## src/rtl/rxr_pkg.sv

```systemverilog
package rxr_pkg;
  localparam int ADDR_W     = 24;
  localparam int WORD_W     = 16;
  localparam int RING_LOG_W = 3;
  localparam int IDX_W      = (1 << RING_LOG_W) - 1;
  localparam int CNT_W      = 13;

  localparam int FL_OWN  = 7;
  localparam int FL_ERR  = 6;
  localparam int FL_FRAM = 5;
  localparam int FL_OFLO = 4;
  localparam int FL_CRC  = 3;
  localparam int FL_BUFF = 2;
  localparam int FL_STP  = 1;
  localparam int FL_ENP  = 0;

  typedef enum logic [3:0] {
    S_IDLE, S_RD_FLAG, S_RD_ADDR, S_RD_LEN, S_DATA,
    S_WR_DATA, S_DRAIN, S_SKIP, S_WB_LEN, S_WB_FLAG
  } rxr_state_e;

  function automatic logic [CNT_W-1:0] buf_capacity(input logic [11:0] neg_len);
    return 13'h1000 - {1'b0, neg_len};
  endfunction

  function automatic logic [7:0] done_flags(input logic crc_bad, input logic fram_bad,
                                            input logic oflo);
    logic [7:0] f;
    f = 8'h00;
    f[FL_STP]  = 1'b1;
    f[FL_ENP]  = 1'b1;
    f[FL_CRC]  = crc_bad;
    f[FL_FRAM] = fram_bad;
    f[FL_OFLO] = oflo;
    f[FL_BUFF] = 1'b0;
    f[FL_ERR]  = crc_bad | fram_bad | oflo;
    f[FL_OWN]  = 1'b0;
    return f;
  endfunction
endpackage

```

## src/rtl/rxr_ring_ptr.sv

```systemverilog
module rxr_ring_ptr
  import rxr_pkg::*;
(
  input  logic                  clk,
  input  logic                  rst_n,
  input  logic [RING_LOG_W-1:0] ring_log,
  input  logic [ADDR_W-1:0]     ring_base,
  input  logic                  advance,
  output logic [IDX_W-1:0]      cur_idx,
  output logic [IDX_W-1:0]      ring_mask,
  output logic [ADDR_W-1:0]     desc_base
);
  logic [IDX_W-1:0] idx_q;

  assign ring_mask = ~({IDX_W{1'b1}} << ring_log);
  assign cur_idx   = idx_q & ring_mask;
  assign desc_base = ring_base + {{(ADDR_W-IDX_W-3){1'b0}}, cur_idx, 3'b000};

  always_ff @(posedge clk) begin
    if (!rst_n)       idx_q <= '0;
    else if (advance) idx_q <= (cur_idx + IDX_W'(1)) & ring_mask;
  end
endmodule

```

## src/rtl/rxr_byte_acc.sv

```systemverilog
module rxr_byte_acc
  import rxr_pkg::*;
(
  input  logic              clk,
  input  logic              rst_n,
  input  logic              clear,
  input  logic              take,
  input  logic [7:0]        byte_in,
  input  logic [ADDR_W-1:0] buf_addr,
  output logic [CNT_W-1:0]  cnt,
  output logic [WORD_W-1:0] word,
  output logic [1:0]        be,
  output logic [ADDR_W-1:0] word_addr
);
  always_ff @(posedge clk) begin
    if (!rst_n) begin
      cnt       <= '0;
      word      <= '0;
      be        <= '0;
      word_addr <= '0;
    end else if (clear) begin
      cnt  <= '0;
      word <= '0;
      be   <= '0;
    end else if (take) begin
      if (!cnt[0]) begin
        word      <= {8'h00, byte_in};
        be        <= 2'b01;
        word_addr <= buf_addr + {{(ADDR_W-CNT_W){1'b0}}, cnt};
      end else begin
        word[15:8] <= byte_in;
        be[1]      <= 1'b1;
      end
      cnt <= cnt + CNT_W'(1);
    end
  end
endmodule

```

## src/rtl/rx_ring_writer.sv

```systemverilog
module rx_ring_writer
  import rxr_pkg::*;
(
  input  logic              clk,
  input  logic              rst_n,
  input  logic              run,
  input  logic [15:0]       ring_base_lo,
  input  logic [15:0]       ring_len_word,
  input  logic              rx_valid,
  input  logic [7:0]        rx_data,
  input  logic              rx_last,
  input  logic              rx_crc_ok,
  input  logic              rx_frame_err,
  output logic              rx_ready,
  output logic              mem_req,
  output logic              mem_we,
  output logic [ADDR_W-1:0] mem_addr,
  output logic [1:0]        mem_be,
  output logic [WORD_W-1:0] mem_wdata,
  input  logic [WORD_W-1:0] mem_rdata,
  input  logic              mem_ack,
  output logic              rx_int,
  output logic              rx_miss
);
  rxr_state_e        st;
  logic [ADDR_W-1:0] desc_base, buf_addr, acc_addr;
  logic [IDX_W-1:0]  cur_idx, ring_mask;
  logic [7:0]        addr_hi;
  logic [15:0]       addr_lo;
  logic [CNT_W-1:0]  buf_cap, byte_cnt;
  logic [WORD_W-1:0] acc_word;
  logic [1:0]        acc_be;
  logic              crc_bad, fram_bad, oflo, pend_last;
  logic              unused_ring_bits;

  // named internal events
  logic byte_in, take, ovf_hit, flush_now, data_wr, wb_flag_fire, acc_clear, miss_now;

  assign unused_ring_bits = ^ring_len_word[12:8];
  assign buf_addr     = {addr_hi, addr_lo};
  assign byte_in      = (st == S_DATA) && rx_valid;
  assign take         = byte_in && (byte_cnt != buf_cap);
  assign ovf_hit      = byte_in && (byte_cnt == buf_cap);
  assign flush_now    = byte_cnt[0] | rx_last | ((byte_cnt + CNT_W'(1)) == buf_cap);
  assign data_wr      = (st == S_WR_DATA);
  assign wb_flag_fire = (st == S_WB_FLAG) && mem_ack;
  assign acc_clear    = (st == S_RD_FLAG) && mem_ack;
  assign miss_now     = (st == S_RD_FLAG) && mem_ack && !mem_rdata[8 + FL_OWN];

  rxr_ring_ptr u_ptr (
    .clk       (clk),
    .rst_n     (rst_n),
    .ring_log  (ring_len_word[15:13]),
    .ring_base ({ring_len_word[7:0], ring_base_lo}),
    .advance   (wb_flag_fire),
    .cur_idx   (cur_idx),
    .ring_mask (ring_mask),
    .desc_base (desc_base)
  );

  rxr_byte_acc u_acc (
    .clk       (clk),
    .rst_n     (rst_n),
    .clear     (acc_clear),
    .take      (take),
    .byte_in   (rx_data),
    .buf_addr  (buf_addr),
    .cnt       (byte_cnt),
    .word      (acc_word),
    .be        (acc_be),
    .word_addr (acc_addr)
  );

  assign rx_ready = (st == S_DATA) || (st == S_DRAIN) || (st == S_SKIP);

  always_comb begin
    mem_req   = 1'b0;
    mem_we    = 1'b0;
    mem_addr  = desc_base;
    mem_be    = 2'b11;
    mem_wdata = '0;
    unique case (st)
      S_RD_FLAG: begin mem_req = 1'b1; mem_addr = desc_base + ADDR_W'(2); end
      S_RD_ADDR: begin mem_req = 1'b1; mem_addr = desc_base; end
      S_RD_LEN:  begin mem_req = 1'b1; mem_addr = desc_base + ADDR_W'(4); end
      S_WR_DATA: begin
        mem_req = 1'b1; mem_we = 1'b1; mem_addr = acc_addr;
        mem_be = acc_be; mem_wdata = acc_word;
      end
      S_WB_LEN: begin
        mem_req = 1'b1; mem_we = 1'b1; mem_addr = desc_base + ADDR_W'(6);
        mem_wdata = {4'h0, byte_cnt[11:0]};
      end
      S_WB_FLAG: begin
        mem_req = 1'b1; mem_we = 1'b1; mem_addr = desc_base + ADDR_W'(2);
        mem_wdata = {done_flags(crc_bad, fram_bad, oflo), addr_hi};
      end
      default: ;
    endcase
  end

  always_ff @(posedge clk) begin
    if (!rst_n) begin
      st        <= S_IDLE;
      addr_hi   <= '0;
      addr_lo   <= '0;
      buf_cap   <= '0;
      crc_bad   <= 1'b0;
      fram_bad  <= 1'b0;
      oflo      <= 1'b0;
      pend_last <= 1'b0;
      rx_int    <= 1'b0;
      rx_miss   <= 1'b0;
    end else begin
      rx_int  <= wb_flag_fire;
      rx_miss <= miss_now;
      unique case (st)
        S_IDLE: if (rx_valid) begin
          if (run) begin
            st        <= S_RD_FLAG;
            crc_bad   <= 1'b0;
            fram_bad  <= 1'b0;
            oflo      <= 1'b0;
            pend_last <= 1'b0;
          end else begin
            st <= S_SKIP;
          end
        end
        S_RD_FLAG: if (mem_ack) begin
          if (mem_rdata[8 + FL_OWN]) begin
            addr_hi <= mem_rdata[7:0];
            st      <= S_RD_ADDR;
          end else begin
            st <= S_SKIP;
          end
        end
        S_RD_ADDR: if (mem_ack) begin
          addr_lo <= mem_rdata;
          st      <= S_RD_LEN;
        end
        S_RD_LEN: if (mem_ack) begin
          buf_cap <= buf_capacity(mem_rdata[11:0]);
          st      <= S_DATA;
        end
        S_DATA: begin
          if (take) begin
            pend_last <= rx_last;
            if (rx_last) begin
              crc_bad  <= !rx_crc_ok;
              fram_bad <= rx_frame_err;
            end
            if (flush_now) st <= S_WR_DATA;
          end else if (ovf_hit) begin
            oflo <= 1'b1;
            if (rx_last) begin
              crc_bad  <= !rx_crc_ok;
              fram_bad <= rx_frame_err;
              st       <= S_WB_LEN;
            end else begin
              st <= S_DRAIN;
            end
          end
        end
        S_WR_DATA: if (mem_ack) st <= pend_last ? S_WB_LEN : S_DATA;
        S_DRAIN: if (rx_valid && rx_last) begin
          crc_bad  <= !rx_crc_ok;
          fram_bad <= rx_frame_err;
          st       <= S_WB_LEN;
        end
        S_SKIP:    if (rx_valid && rx_last) st <= S_IDLE;
        S_WB_LEN:  if (mem_ack) st <= S_WB_FLAG;
        S_WB_FLAG: if (mem_ack) st <= S_IDLE;
        default:   st <= S_IDLE;
      endcase
    end
  end
endmodule

```

## config.mk

```make
export PLATFORM = sky130hd
export DESIGN_NAME = rx_ring_writer
export DESIGN_NICKNAME = d
export VERILOG_FILES = /design/src/rtl/rxr_pkg.sv /design/src/rtl/rxr_ring_ptr.sv /design/src/rtl/rxr_byte_acc.sv /design/src/rtl/rx_ring_writer.sv
export SDC_FILE = /design/constraint.sdc
export NUM_CORES = 1
export LEC_CHECK = 0
export ABC_AREA = 0
export BUFFER_PORTS_ARGS = -buffer_cell sky130_fd_sc_hd__buf_4
export CAP_MARGIN = 0
export CORE_MARGIN = 2
export CORE_UTILIZATION = 45
export CTS_BUF_LIST = sky130_fd_sc_hd__clkbuf_4 sky130_fd_sc_hd__clkbuf_8 sky130_fd_sc_hd__clkbuf_16
export DETAILED_ROUTE_END_ITERATION = 6
export GPL_ROUTABILITY_DRIVEN = 0
export HOLD_SLACK_MARGIN = 0.15
export PLACE_DENSITY = 0.73
export SYNTH_ARGS = -nofsm -noshare
export SYNTH_HDL_FRONTEND = slang
export SYNTH_SLANG_ARGS = --single-unit
```

## constraint.sdc

```tcl
create_clock -name clk -period 7.2 [get_ports clk]
set_input_delay 0.72 -clock clk [delete_from_list [all_inputs] [get_ports clk]]
set_output_delay 0.72 -clock clk [all_outputs]
set_load 0.005 [all_outputs]
```

Yosys cells after proc, flatten, opt, wreduce, memory -nomap -nowiden

Index checks and enable logic that the tools add are counted.

RAM bits: 0
Bits of input ports: 64
Word-level logic and storage cells: 131
Output and inout bits: 47
Bits in latches: 0
Bits in registers: 109
ROM bits: 0
Memories kept: 0

Add/sub/neg operators: 8
Muxes and demuxes: 41
$mul: 0
Shifts and indexed selects: 1
Reductions and logical operators: 27
Bitwise operators: 10
$lt $le $gt $ge: 0
Equal/unequal tests: 27
Divide/modulo/power cells: 0

Operators by type and width:

| operator                                            | count |
|---|---|
| one-hot mux 24 bit (4 select lines)                 | 1 |
| 2-to-1 mux 4 bit                                    | 14 |
| adder 24 x 3 -> 24 bit, second input constant       | 2 |
| one-hot mux 16 bit (3 select lines)                 | 1 |
| one-hot mux 4 bit (10 select lines)                 | 1 |
| equality test 13 bit                                | 2 |
| adder 24 x 10 -> 24 bit                             | 1 |
| adder 24 x 13 -> 24 bit                             | 1 |
| adder 24 x 2 -> 24 bit, second input constant       | 1 |
| inequality test 2 bit, second input constant        | 11 |
| equality test 4 x 3 -> 1 bit, second input constant | 4 |
| 2-to-1 mux 1 bit                                    | 16 |
| bitwise AND 7 bit                                   | 2 |
| adder 13 x 1 -> 13 bit, second input constant       | 1 |
| inequality test 13 bit                              | 1 |
| subtractor 13 x 12 -> 13 bit, first input constant  | 1 |
| AND reduction 11 bit                                | 1 |
| AND reduction 5 bit                                 | 2 |
| equality test 4 x 2 -> 1 bit, second input constant | 2 |
| equality test 4 bit, second input constant          | 2 |
| 2-to-1 mux 8 bit                                    | 1 |
| adder 7 x 1 -> 7 bit, second input constant         | 1 |
| logical AND 1 bit                                   | 7 |
| inverter 7 bit                                      | 1 |
| 21 further kinds                                    | 37 |

Logic depth before layout (Yosys ltp)

Gate-level depths: netlist of run 1.

Depth after elaboration: 6
Depth in mapped cells: 18
Gate-level depth less buffers: 15

Modules after synthesis

A second synthesis of run 1 with hierarchy kept.

Cell total of the unflattened synthesis: 1,119
Area total of the unflattened synthesis: 8,298.0 sq um

Modules (own cells, without submodules):

| module         | area each (sq um) | seq. area each (sq um) | times used | cells an instance |
|---|---|---|---|---|
| rx_ring_writer | 4,331.7           | 940.9                  | 1          | 625 |
| rxr_byte_acc   | 2,745.1           | 1,101.1                | 1          | 334 |
| rxr_ring_ptr   | 1,221.2           | 140.1                  | 1          | 160 |

Least setup slack after synthesis of run 1

Ideal clock, no wire load.

Path kind: in2out
From: in ring_len_word[14]
To: out mem_addr[18]
Slack: 2.047 ns
Stages on the path: 18
Required time: 6.480 ns
Path buffers: 3
Data arrival time: 4.433 ns
Cells stage by stage: buf_6 -> nor3_1 -> nor2b_1 -> ha_1 -> inv_1 -> fa_1 -> nor2b_1 -> o31ai_1 -> a21oi_1 -> xnor2_1 -> or3_1 -> buf_2 -> nand4bb_4 -> or4_1 -> buf_2 -> or3_1 -> a32oi_1 -> o211ai_1

Longest elaborated chain between the ends: 6
Elaborated cells on any way between the ends: 8
Classes of those cells: add/sub: 4; shift: 1; mux: 1; bitwise: 2

Ends and longest elaborated chain:

| element                                              | line                                       | source |
|---|---|---|
| start: declaration                                   | rx_ring_writer.sv:8                        | `input logic [15:0] ring_len_word,` |
| left shift 7 x 3 -> 7 bit *                          | rxr_ring_ptr.sv:15                         | `assign ring_mask = ~({IDX_W{1'b1}} << ring_log);` |
| inverter 7 bit *                                     | rxr_ring_ptr.sv:15                         |  |
| bitwise AND 7 bit *                                  | rxr_ring_ptr.sv:16                         | `assign cur_idx = idx_q & ring_mask;` |
| adder 24 x 10 -> 24 bit *                            | rxr_ring_ptr.sv:17                         | `assign desc_base = ring_base + {{(ADDR_W-IDX_W-3){1'b0}}, cur_idx, 3'b000};` |
| adder 24 x 2 -> 24 bit, or another cell as far along | rx_ring_writer.sv:83, rx_ring_writer.sv:95 |  |
| one-hot mux 24 bit (4 select lines) *                | rx_ring_writer.sv:82                       | `unique case (st)` |
| end: declaration                                     | rx_ring_writer.sv:17                       | `output logic [ADDR_W-1:0] mem_addr,` |

Every way passes the cells marked *; elsewhere a longest branch is shown, timed or not.

Final worst setup path of run 1

From: in ring_len_word[15]
To: out mem_addr[18]

The elaborated chain is that of the path after synthesis.

==> results.md, run 1 <==
* DRT Pass-1 Iters at 5
* Hold crit path type: flop to flop
* Pwr Density at 242 nW/um^2
* Switching power at 874 uW
* Largest net degree at the start of global routing at between 60 and 70
* Synth cell types at between 60 and 70
* Hold Path Stages at 2
* PostCTS Resize Cnt at 0
* Via density per instance at 5.87
* Number of post-CTS setup repair buffers at 0
* Number of global-route vias before repair at between 7,000 and 8,000
* Initial antenna violation count at 0
* Layout cells sized above 1 at 12.7%
* CP arrival at 5.24 ns
* CTS Hold Bufs at 0
* Seq/Total Area, Yosys at 28.0%
* Peak supply drop at 122 uV
* Leak at 0.00347 uW
* EDFF count, synth at 0
* Outcome: completed
* R2R setup slack at about 3.2 ns
* Drt drc at 0
* Endpoints failing setup at 0
* Core area at 17,100 um^2
* Rows at 48
* CP startpoint kind: input port
* Clock sink count at 109
* Synthesized instance count at 1,078
* Logic pwr share at 45.3%
* Yosys reg bits at 109
* Clock skew at ~0.013 ns
* Critical Path Sink Type: output port
* Power share of the clock group at 21.9%
* CTS tree: done
* Final core occ at approximately 52%
* Period utilisation layout at 82.8%
* Die area at 18,400 um^2
* Cells on worst reg2reg path at 11
* Reg clk slew, reported paths at 0.07 ns
* Die X at ~140 um
* Starting DRC count in detailed routing at 700
* Worst-Skew Late Latency at 0.35 ns
* Die height at 136 um
* Total Routing Usage GR at around 24%
* WL/cell at 16.5 um
* Min-Delay Endpoint: u_acc.word[10]
* Crit path time final at 5.96 ns
* Slew @ Worst Pin at 1.16 ns
* Async SR Flop Fraction at 0%
* Netlist Area Pre-Place at approximately 7800 um^2
* Synth Warn # at 0
* RSZ-0062 raised after global routing: no
* First-pass GRT wire length at ~36 mm
* Worst EP required at approximately 6.5 ns
* R2R Path End: st[2]
* Dpl hpwl at 16.6 mm
* Nets@finish at 1,227
* # H-tree levels at 3
* Initial Utilization at roughly 46%
* Setup TNS at 0 ns
* Reg-to-Reg Start: u_acc.cnt[0]
* Max cap viols at 0
* Layout area overhead at 14.8%
* Final Max Slew Viols at 0
* Worst slew margin at 22.3%
* IO Port Bufs at 105
* Antenna cells at 0
* Syn_nets at 1,168
* Sw Ratio at about two fifths
* Fmax at 168 MHz
* Total CTS buffers at 9
* Hold Startpoint: u_acc.word[10]
* Ports at 111
* Longest Clk Path Bufs at 2
* Cell Int Power at 1300 uW
* GR Overflow Total at 0
* Mean Syn Cell Area at 7.23 um^2
* Max Fanout on Critical Path at 15
* Flop pwr share at 32.8%
* Final hold vios at 0
* Routed Antenna Nets at 0
* Most used DFF post-synth: dfxtp_1
* Drt total wl at 22.6 mm
* Fill count at 1,685
* Crit path kind: input port to output port
* Root Buffer: clkbuf_16
* DR vias at 8,027
worst max-delay path: stages:
cell       delay, ns
buf_4           0.15
nor3_1          0.07
nor2b_1         0.19
ha_1            0.21
inv_1           0.06
fa_1            0.47
nor2b_1         0.18
o31ai_1         0.23
a21boi_0        0.27
o21ai_0         0.28
xor2_1          0.43
nand4bb_4       0.28
or4_1           0.72
or3_1           0.42
a32oi_1         0.24
o211ai_1        0.16
buf_4           0.17
power groups by stage:
stage	sequential (uW)	combinational, uW	clock, uW
detailed placement	722	964	0
global placement	720	955	0
finish	712	983	475
CTS	708	970	479
floorplan	671	613	0
global route	718	1080	505
layer usage:
layer	part of all wire, %	up-vias	GRT usage, %	routed length (um)
met5	0	-	0	0
met4	1.5	0	6.19	345
met3	7.1	34	3.33	1600
met2	46	320	38.7	10400
met1	46	3724	34.0	10300
li1	-	3949	-	-
flip-flops by register name, summed over array words and instances, names as in the netlist:
| name | flops |
|---|---|
| u_acc.cnt | 13 |
| addr_lo | 16 |
| fram_bad | 1 |
| u_acc.be | 2 |
| pend_last | 1 |
| rx_miss | 1 |
| u_acc.word | 16 |
| buf_cap | 13 |
| st | 4 |
| addr_hi | 8 |
| rx_int | 1 |
| oflo | 1 |
| u_acc.word_addr | 24 |
| u_ptr.idx_q | 7 |
| crc_bad | 1 |
metrics by stage:
step	setup slack [ns]	cells	hold WS (ns)	cell area (um^2)	power, uW
finish	1.24	1367	0.456	8950	2170
global route	0.979	1367	0.480	8950	2300
global placement	1.40	1351	0.437	8670	1680
floorplan	2.05	1078	0.427	7800	1280
detailed placement	1.30	1351	0.446	8670	1690
CTS	1.29	1367	0.456	8950	2160
how the worst max path moves through the flow:
| stage | startpoint | to | slack (ns) | cells past startpoint |
|---|---|---|---|---|
| floorplan | ring_len_word[14] | mem_addr[18] | 2.05 | 18 |
| global placement | ring_len_word[15] | mem_addr[18] | 1.40 | 17 |
| detailed placement | ring_len_word[15] | mem_addr[18] | 1.30 | 17 |
| CTS | ring_len_word[15] | mem_addr[18] | 1.29 | 17 |
| global route | ring_len_word[15] | mem_addr[18] | 0.98 | 17 |
| finish | ring_len_word[15] | mem_addr[18] | 1.24 | 17 |
cells in the mapped netlist, types with 8 or more instances:
library cell / n / area [um^2]
nor2_1: 103 / 387
xor2_1: 44 / 385
xnor2_1: 58 / 508
inv_1: 31 / 116
nand2_1: 152 / 571
a222oi_1: 12 / 120
nand4_1: 18 / 113
dfxtp_1: 109 / 2180
clkbuf_1: 54 / 203
nor2b_1: 12 / 75.1
nand2b_1: 17 / 106
o21ai_0: 54 / 270
and3_1: 16 / 100
a21oi_1: 122 / 611
nand3_1: 52 / 260
or3_1: 15 / 93.8
nor4_1: 12 / 75.1
ha_1: 23 / 288
o211ai_1: 9 / 67.6
a31oi_1: 8 / 50.1
nor3_1: 27 / 135
cells in the final DEF, fill, tap and decap left out, types with 7 or more instances in the layout:
cell,n
a222oi_1,12
buf_4,113
o211ai_1,9
and3_1,16
or3_1,15
a21o_1,7
xor2_1,44
mux2i_1,7
nor2_1,101
a31oi_1,8
nor3_1,26
nand3_1,52
ha_1,23
a211oi_1,7
o31ai_1,7
nor4_1,12
inv_1,31
a21oi_1,122
nand2_1,152
nand4_1,18
a22oi_1,7
nor2b_1,12
clkbuf_16,9
nand2b_1,17
dfxtp_1,109
xnor2_1,58
o21ai_0,54
area by class of cell:
| type | count | area, um^2 | area share [%] |
|---|---|---|---|
| clock buffers | 10 | 233 | 2.60 |
| well taps | 225 | 282 | 3.15 |
| flip-flops and latches | 109 | 2180 | 24.4 |
| multi-input cells | 872 | 5240 | 58.5 |
| clock inverters | 6 | 45.0 | 0.503 |
| inverters | 32 | 120 | 1.34 |
| repair buffers | 113 | 848 | 9.48 |
cell families after synthesis:
kind of cell / share of synthesized area [%]
adder cells (fa/ha/maj): 4.46
XOR/XNOR: 11.7
buffers and inverters: 4.96
AND/OR/NAND/NOR: 27.8
AO/OA/AOI/OAI: 22.3
multiplexers: 0.898
flip-flops: 28.0
No activity file was read; power rests on OpenSTA's default activity.
==> run 2, diff against run 1 <==
Clock period 7.2 ns to 5.9 ns, I/O delays scaled along.
==> results.md, run 2 (synthesis results as in run 1) <==
* Worst EP required at 5.31 ns (was 6.48 ns)
* Clock skew at 0.0126 ns (was 0.0133 ns)
* Max reg flops at 24 (unchanged)
* Largest registers: u_acc.word_addr: 24 flops, addr_lo: 16 flops, u_acc.word: 16 flops (unchanged)
* # H-tree levels at 3 (unchanged)
* Register with the most flip-flops: u_acc.word_addr (unchanged)
* Power share of the clock group at 22.6% (was 21.9%)
* Rows at 48 (unchanged)
* Ports at 111 (unchanged)
* Fmax at between 150 and 200 MHz
* CTS tree: done (unchanged)
* Worst slew margin at 21.8% (was 22.3%)
* Fill count at 1,673 (was 1,685)
* Starting DRC count in detailed routing at 750 (was 700)
* Critical Path Sink Type: output port (unchanged)
* Longest Clk Path Bufs at 2 (unchanged)
* Via density per instance at 5.89 (was 5.87)
* Layout cells sized above 1 at 13.0% (was 12.7%)
* Crit path kind: input port to output port (unchanged)
* CP arrival at 4.98 ns (was 5.24 ns)
* Die X at 136 um (unchanged)
* Crit path time final at 5.57 ns
* Slowest cell delay on critical path at 0.61 ns (was 0.72 ns)
* Setup TNS at 0 ns (unchanged)
* DR vias at 8,071 (was 8,027)
* Core area at 17,100 um^2 (unchanged)
* Most common cell after layout, fill and taps aside: nand2_1 (unchanged)
* Logic pwr share at 45.0% (was 45.3%)
* Largest net degree at the start of global routing at 65 (unchanged)
* Total Routing Usage GR at 24.4% (was 24.1%)
* Pwr Density at 298 nW/um^2 (was 242 nW/um^2)
* CTS Hold Bufs at 0 (unchanged)
* GR Overflow Total at 0 (unchanged)
* Final core occ at 52.6% (was 52.3%)
* Leak at 0.00351 uW (was 0.00347 uW)
* PostCTS Resize Cnt at 0 (unchanged)
* Antenna cells at 0 (unchanged)
* Number of post-CTS setup repair buffers at 0 (unchanged)
* Max cap viols at 0 (unchanged)
* Outcome: completed (unchanged)
* DRT Pass-1 Iters at 7 (was 5)
* Root Buffer: clkbuf_16 (unchanged)
* Number of global-route vias before repair at 7,156 (was 7,054)
* Worst-Skew Late Latency at 0.35 ns (about the same)
* CP startpoint kind: input port (unchanged)
* Period utilisation layout at 94.3%
* Drt total wl at 22.7 mm (was 22.6 mm)
* First-pass GRT wire length at 36.2 mm (was 35.9 mm)
* WL/cell at 16.6 um (was 16.5 um)
* Peak supply drop at 166 uV (was 122 uV)
* Nets@finish at 1,231 (was 1,227)
* Slew @ Worst Pin at 1.17 ns (was 1.16 ns)
* Hold crit path type: input port to flop (was flop to flop)
* Max Fanout on Critical Path at 12 (was 15)
* Layout area overhead at 15.4% (was 14.8%)
* Cell Int Power at 1590 uW (was 1300 uW)
* Switching power at 1090 uW (was 874 uW)
* Final Non-Filler Cells at 1,371 (was 1,367)
* Clock sink count at 109 (unchanged)
* Dpl hpwl at 16.6 mm (about the same)
* Most frequent cells in the layout: nand2_1, a21oi_1, buf_4, dfxtp_1, nor2_1 (unchanged)
* Routed Antenna Nets at 0 (unchanged)
* Final instance area at 9000 um^2 (was 8950 um^2)
* IO Port Bufs at 105 (unchanged)
* Sw Ratio at 40.6% (was 40.3%)
* Final hold vios at 0 (unchanged)
* Max stage delay cell, worst path: or4_1 (unchanged)
* Initial antenna violation count at 0 (unchanged)
* Initial Utilization at 45.6% (unchanged)
* Critical-path cell list: buf_4, nor3_1, nor2b_1, ha_1, inv_1, fa_1, nor2b_1, o31ai_1, a21boi_0, o21ai_0, xor2_1, nand3_1, or4_1, or3_1, a32oi_1, o211ai_1, buf_4 (was buf_4, nor3_1, nor2b_1, ha_1, inv_1, fa_1, nor2b_1, o31ai_1, a21boi_0, o21ai_0, xor2_1, nand4bb_4, or4_1, or3_1, a32oi_1, o211ai_1, buf_4)
* Die area at 18,400 um^2 (unchanged)
* Flop pwr share at 32.4% (was 32.8%)
* Endpoints failing setup at 0 (unchanged)
* Final Max Slew Viols at 0 (unchanged)
* Placed cells at 1,355 (was 1,351)
* Final total power at 2680 uW (was 2170 uW)
* Drt drc at 0 (unchanged)
* RSZ-0062 raised after global routing: no (unchanged)
* Die height at 136 um (unchanged)
* Total CTS buffers at 9 (unchanged)
* Placed instance area at 8700 um^2 (was 8670 um^2)
* Reg clk slew, reported paths at 0.08 ns (was 0.07 ns)
[run 2: final timing paths]
kind	cells past startpoint	from	endpoint	slack, ns
worst max-delay path	17	ring_len_word[15]	mem_addr[18]	0.33
worst max register to register	11	u_acc.cnt[0]	st[2]	1.82
worst min register to register	2	u_acc.word[13]	u_acc.word[13]	0.45
worst min-delay path	2	mem_rdata[15]	rx_miss	0.45
[run 2: metrics by stage]
step,hold slack (ns),setup WS (ns)
floorplan,0.427,1.01
global placement,0.440,0.484
detailed placement,0.445,0.440
CTS,0.439,0.398
global route,0.453,0.0713
finish,0.447,0.334
[run 2: power by group through the flow]
stage,clock [uW],combinational (uW),sequential [uW]
detailed placement,0,1180,882
global placement,0,1180,879
floorplan,0,748,819
finish,607,1210,869
global route,649,1320,879
CTS,617,1190,865
[run 2: worst max-delay path: cells and delay by family]
family                   cells  cell delay [ns]
AND/OR/NAND/NOR              6             1.74
buffers and inverters        3             0.37
adder cells (fa/ha/maj)      2             0.66
AO/OA/AOI/OAI                5             1.26
XOR/XNOR                     1             0.34
[run 2: layer usage]
layer / global-route usage (%) / wire, um
met1: 33.9 / 10100
met2: 39.2 / 10300
met3: 3.25 / 1910
met4: 7.70 / 404
met5: 0 / 0
[run 2: cell type report]
cell class	instances	area [um^2]	area share (%)
sequential	109	2180	24.2
inverter	32	120	1.33
multi-input combinational	872	5240	58.2
clock buffer	9	225	2.50
timing repair buffer	117	878	9.76
tap	225	282	3.13
clock inverter	7	73.8	0.820
==> run 3, diff against run 2 <==
Settings changed: SYNTH_HIERARCHICAL set to 1.
==> results.md, run 3 <==
* Worst slew margin at 25.8% (was 21.8%)
* Worst EP required at 5.31 ns (about the same)
* Leak at 0.00371 uW (was 0.00351 uW)
* Endpoints failing setup at 0 (unchanged)
* Die height at 140 um (was 136 um)
* Rows at 49 (was 48)
* Netlist Area Pre-Place at 8290 um^2 (was 7800 um^2)
* Mean Syn Cell Area at 7.42 um^2 (was 7.23 um^2)
* Total CTS buffers at 9 (unchanged)
* RSZ-0062 raised after global routing: no (unchanged)
* Clock skew at 0.0156 ns (was 0.0126 ns)
* CP startpoint kind: input port (unchanged)
* Initial antenna violation count at 0 (unchanged)
* Ports at 111 (unchanged)
* Setup TNS at 0 ns (unchanged)
* Setup WS pre-CTS at 0.195 ns (was 0.440 ns)
* Die area at 19,500 um^2 (was 18,400 um^2)
* Total Routing Usage GR at 23.9% (was 24.4%)
* Synth Warn # at 6 (was 0)
* Worst-Skew Late Latency at 0.37 ns (was 0.35 ns)
* First-pass GRT wire length at 38.6 mm (was 36.2 mm)
* Max cap viols at 0 (unchanged)
* Clock sink count at 109 (unchanged)
* Starting DRC count in detailed routing at 830 (was 750)
* Outcome: completed (unchanged)
* Dpl hpwl at 17.6 mm (was 16.6 mm)
* Worst Setup Slack, final at 0.377 ns (was 0.334 ns)
* Final Max Slew Viols at 0 (unchanged)
* WL/cell at 16.9 um (was 16.6 um)
* Layout cells sized above 1 at 14.3% (was 13.0%)
* Fmax at 181 MHz (was 180 MHz)
* Syn_nets at 1,208 (was 1,168)
* Reg clk slew, reported paths at 0.07 ns (was 0.08 ns)
* Critical Path Sink Type: output port (unchanged)
* Layout area overhead at 14.6% (was 15.4%)
* Crit path time final at 5.52 ns (was 5.57 ns)
* Max Fanout on Critical Path at 13 (was 12)
* Final hold vios at 0 (unchanged)
* Fill count at 1,766 (was 1,673)
* Synthesized instance count at 1,117 (was 1,078)
* Slew @ Worst Pin at 1.10 ns (was 1.17 ns)
* Period utilisation layout at 93.6% (was 94.3%)
* Most frequent cells in the layout: nand2_1, buf_4, dfxtp_1, a21oi_1, nor2_1 (was nand2_1, a21oi_1, buf_4, dfxtp_1, nor2_1)
* Root Buffer: clkbuf_16 (unchanged)
* Final core occ at 52.7% (was 52.6%)
* Drt drc at 0 (unchanged)
* CTS tree: done (unchanged)
* # H-tree levels at 3 (unchanged)
* Longest Clk Path Bufs at 2 (unchanged)
* Nets@finish at 1,267 (was 1,231)
* Max reg flops at 24 (unchanged)
* Antenna cells at 0 (unchanged)
* IO Port Bufs at 105 (unchanged)
* Initial Utilization at 46.0% (was 45.6%)
* DRT Pass-1 Iters at 7 (unchanged)
* Peak supply drop at 152 uV (was 166 uV)
* DR vias at 8,308 (was 8,071)
* Number of global-route vias before repair at 7,587 (was 7,156)
* Drt total wl at 23.9 mm (was 22.7 mm)
* Largest registers: u_acc/word_addr: 24 flops, addr_lo: 16 flops, u_acc/word: 16 flops (was u_acc.word_addr: 24 flops, addr_lo: 16 flops, u_acc.word: 16 flops)
* Most common cell after layout, fill and taps aside: nand2_1 (unchanged)
* Largest net degree at the start of global routing at 83 (was 65)
* Die X at 140 um (was 136 um)
* Core area at 18,000 um^2 (was 17,100 um^2)
* Routed Antenna Nets at 0 (unchanged)
* Hold crit path type: flop to flop (was input port to flop)
* GR Overflow Total at 0 (unchanged)
* Crit path kind: input port to output port (unchanged)
* Via density per instance at 5.89 (about the same)
* Register with the most flip-flops: u_acc/word_addr (was u_acc.word_addr)
* CP arrival at 4.93 ns (was 4.98 ns)
* Pwr Density at 246 nW/um^2 (was 298 nW/um^2)
-- run 3: cell types whose count changed in the layout (fill, tap and decap cells not counted), moves of 8 or more --
cell / delta
a21oi_1: -49
and2_1: +20
nand2_1: +19
a21boi_0: +29
o21ai_0: +11
nor2_1: -34
nand3_1: +8
or3_1: -9
-- run 3: power breakdown --
part / switching, uW / total, uW / internal, uW / leakage, uW
logic: 494 / 851 / 357 / 0.00268
registers: 64.7 / 838 / 773 / 0.000879
clock network: 309 / 649 / 340 / 0.000151
total: 867 / 2340 / 1470 / 0.00371
-- run 3: stage by stage --
| step | area, um^2 | instances | power [uW] | hold WS (ns) |
|---|---|---|---|---|
| 6_report | 9500 | 1410 | 2340 | 0.457 |
| 3_3_place_gp | 9140 | 1393 | 1680 | 0.447 |
| 3_5_place_dp | 9140 | 1393 | 1690 | 0.450 |
| 2_1_floorplan | 8290 | 1117 | 1350 | 0.431 |
| 5_1_grt | 9500 | 1410 | 2470 | 0.478 |
| 4_1_cts | 9460 | 1409 | 2330 | 0.461 |
-- run 3: path summary, 6_finish.rpt --
kind | from | endpoint | slack [ns] | depth (start not counted)
hold reg to reg | u_acc/word_addr[11] | u_acc/word_addr[11] | 0.46 | 2
setup reg to reg | st[2] | u_acc/word_addr[7] | 1.90 | 10
hold / removal | u_acc/word_addr[11] | u_acc/word_addr[11] | 0.46 | 2
setup / recovery | ring_len_word[15] | mem_addr[20] | 0.38 | 19
-- run 3: timing repair --
action,in CTS,in global routing
endpoints found under the setup margin,0,1
gates resized for setup,0,5
hold buffers,0,0
buffers inserted,0,1
endpoints found under the hold margin,0,0
-- run 3: final cells by class --
cell class / instances / area [um^2] / area share (%)
multi-input combinational: 902 / 5690 / 59.9
sequential: 109 / 2180 / 23.0
timing repair buffer: 119 / 893 / 9.41
tap: 229 / 287 / 3.02
clock buffer: 9 / 225 / 2.37
inverter: 35 / 131 / 1.38
clock inverter: 7 / 86.3 / 0.909
-- run 3: routing by layer --
layer	routed length, um	part of all wire (%)	vias to the layer above	track usage, %
li1	-	-	4104	-
met1	10500	44	3861	31.7
met2	11100	46	302	39.1
met3	1560	6.5	41	3.41
met4	683	2.9	0	9.95
met5	0	0	-	0
-- run 3: critical path, cell delays in order --
cell and delay (ns):
buf_4 0.15, or3_2 0.49, and2_1 0.19, ha_1 0.20, inv_1 0.07, fa_1 0.22, and3b_1 0.25, or3_1 0.35
o211ai_2 0.22, a31oi_1 0.15, xor2_2 0.26, nand3_1 0.17, or3_1 0.48, nor3_2 0.26, a31oi_1 0.11, o21ai_0 0.17
o21ai_0 0.11, a221o_1 0.33, buf_4 0.15
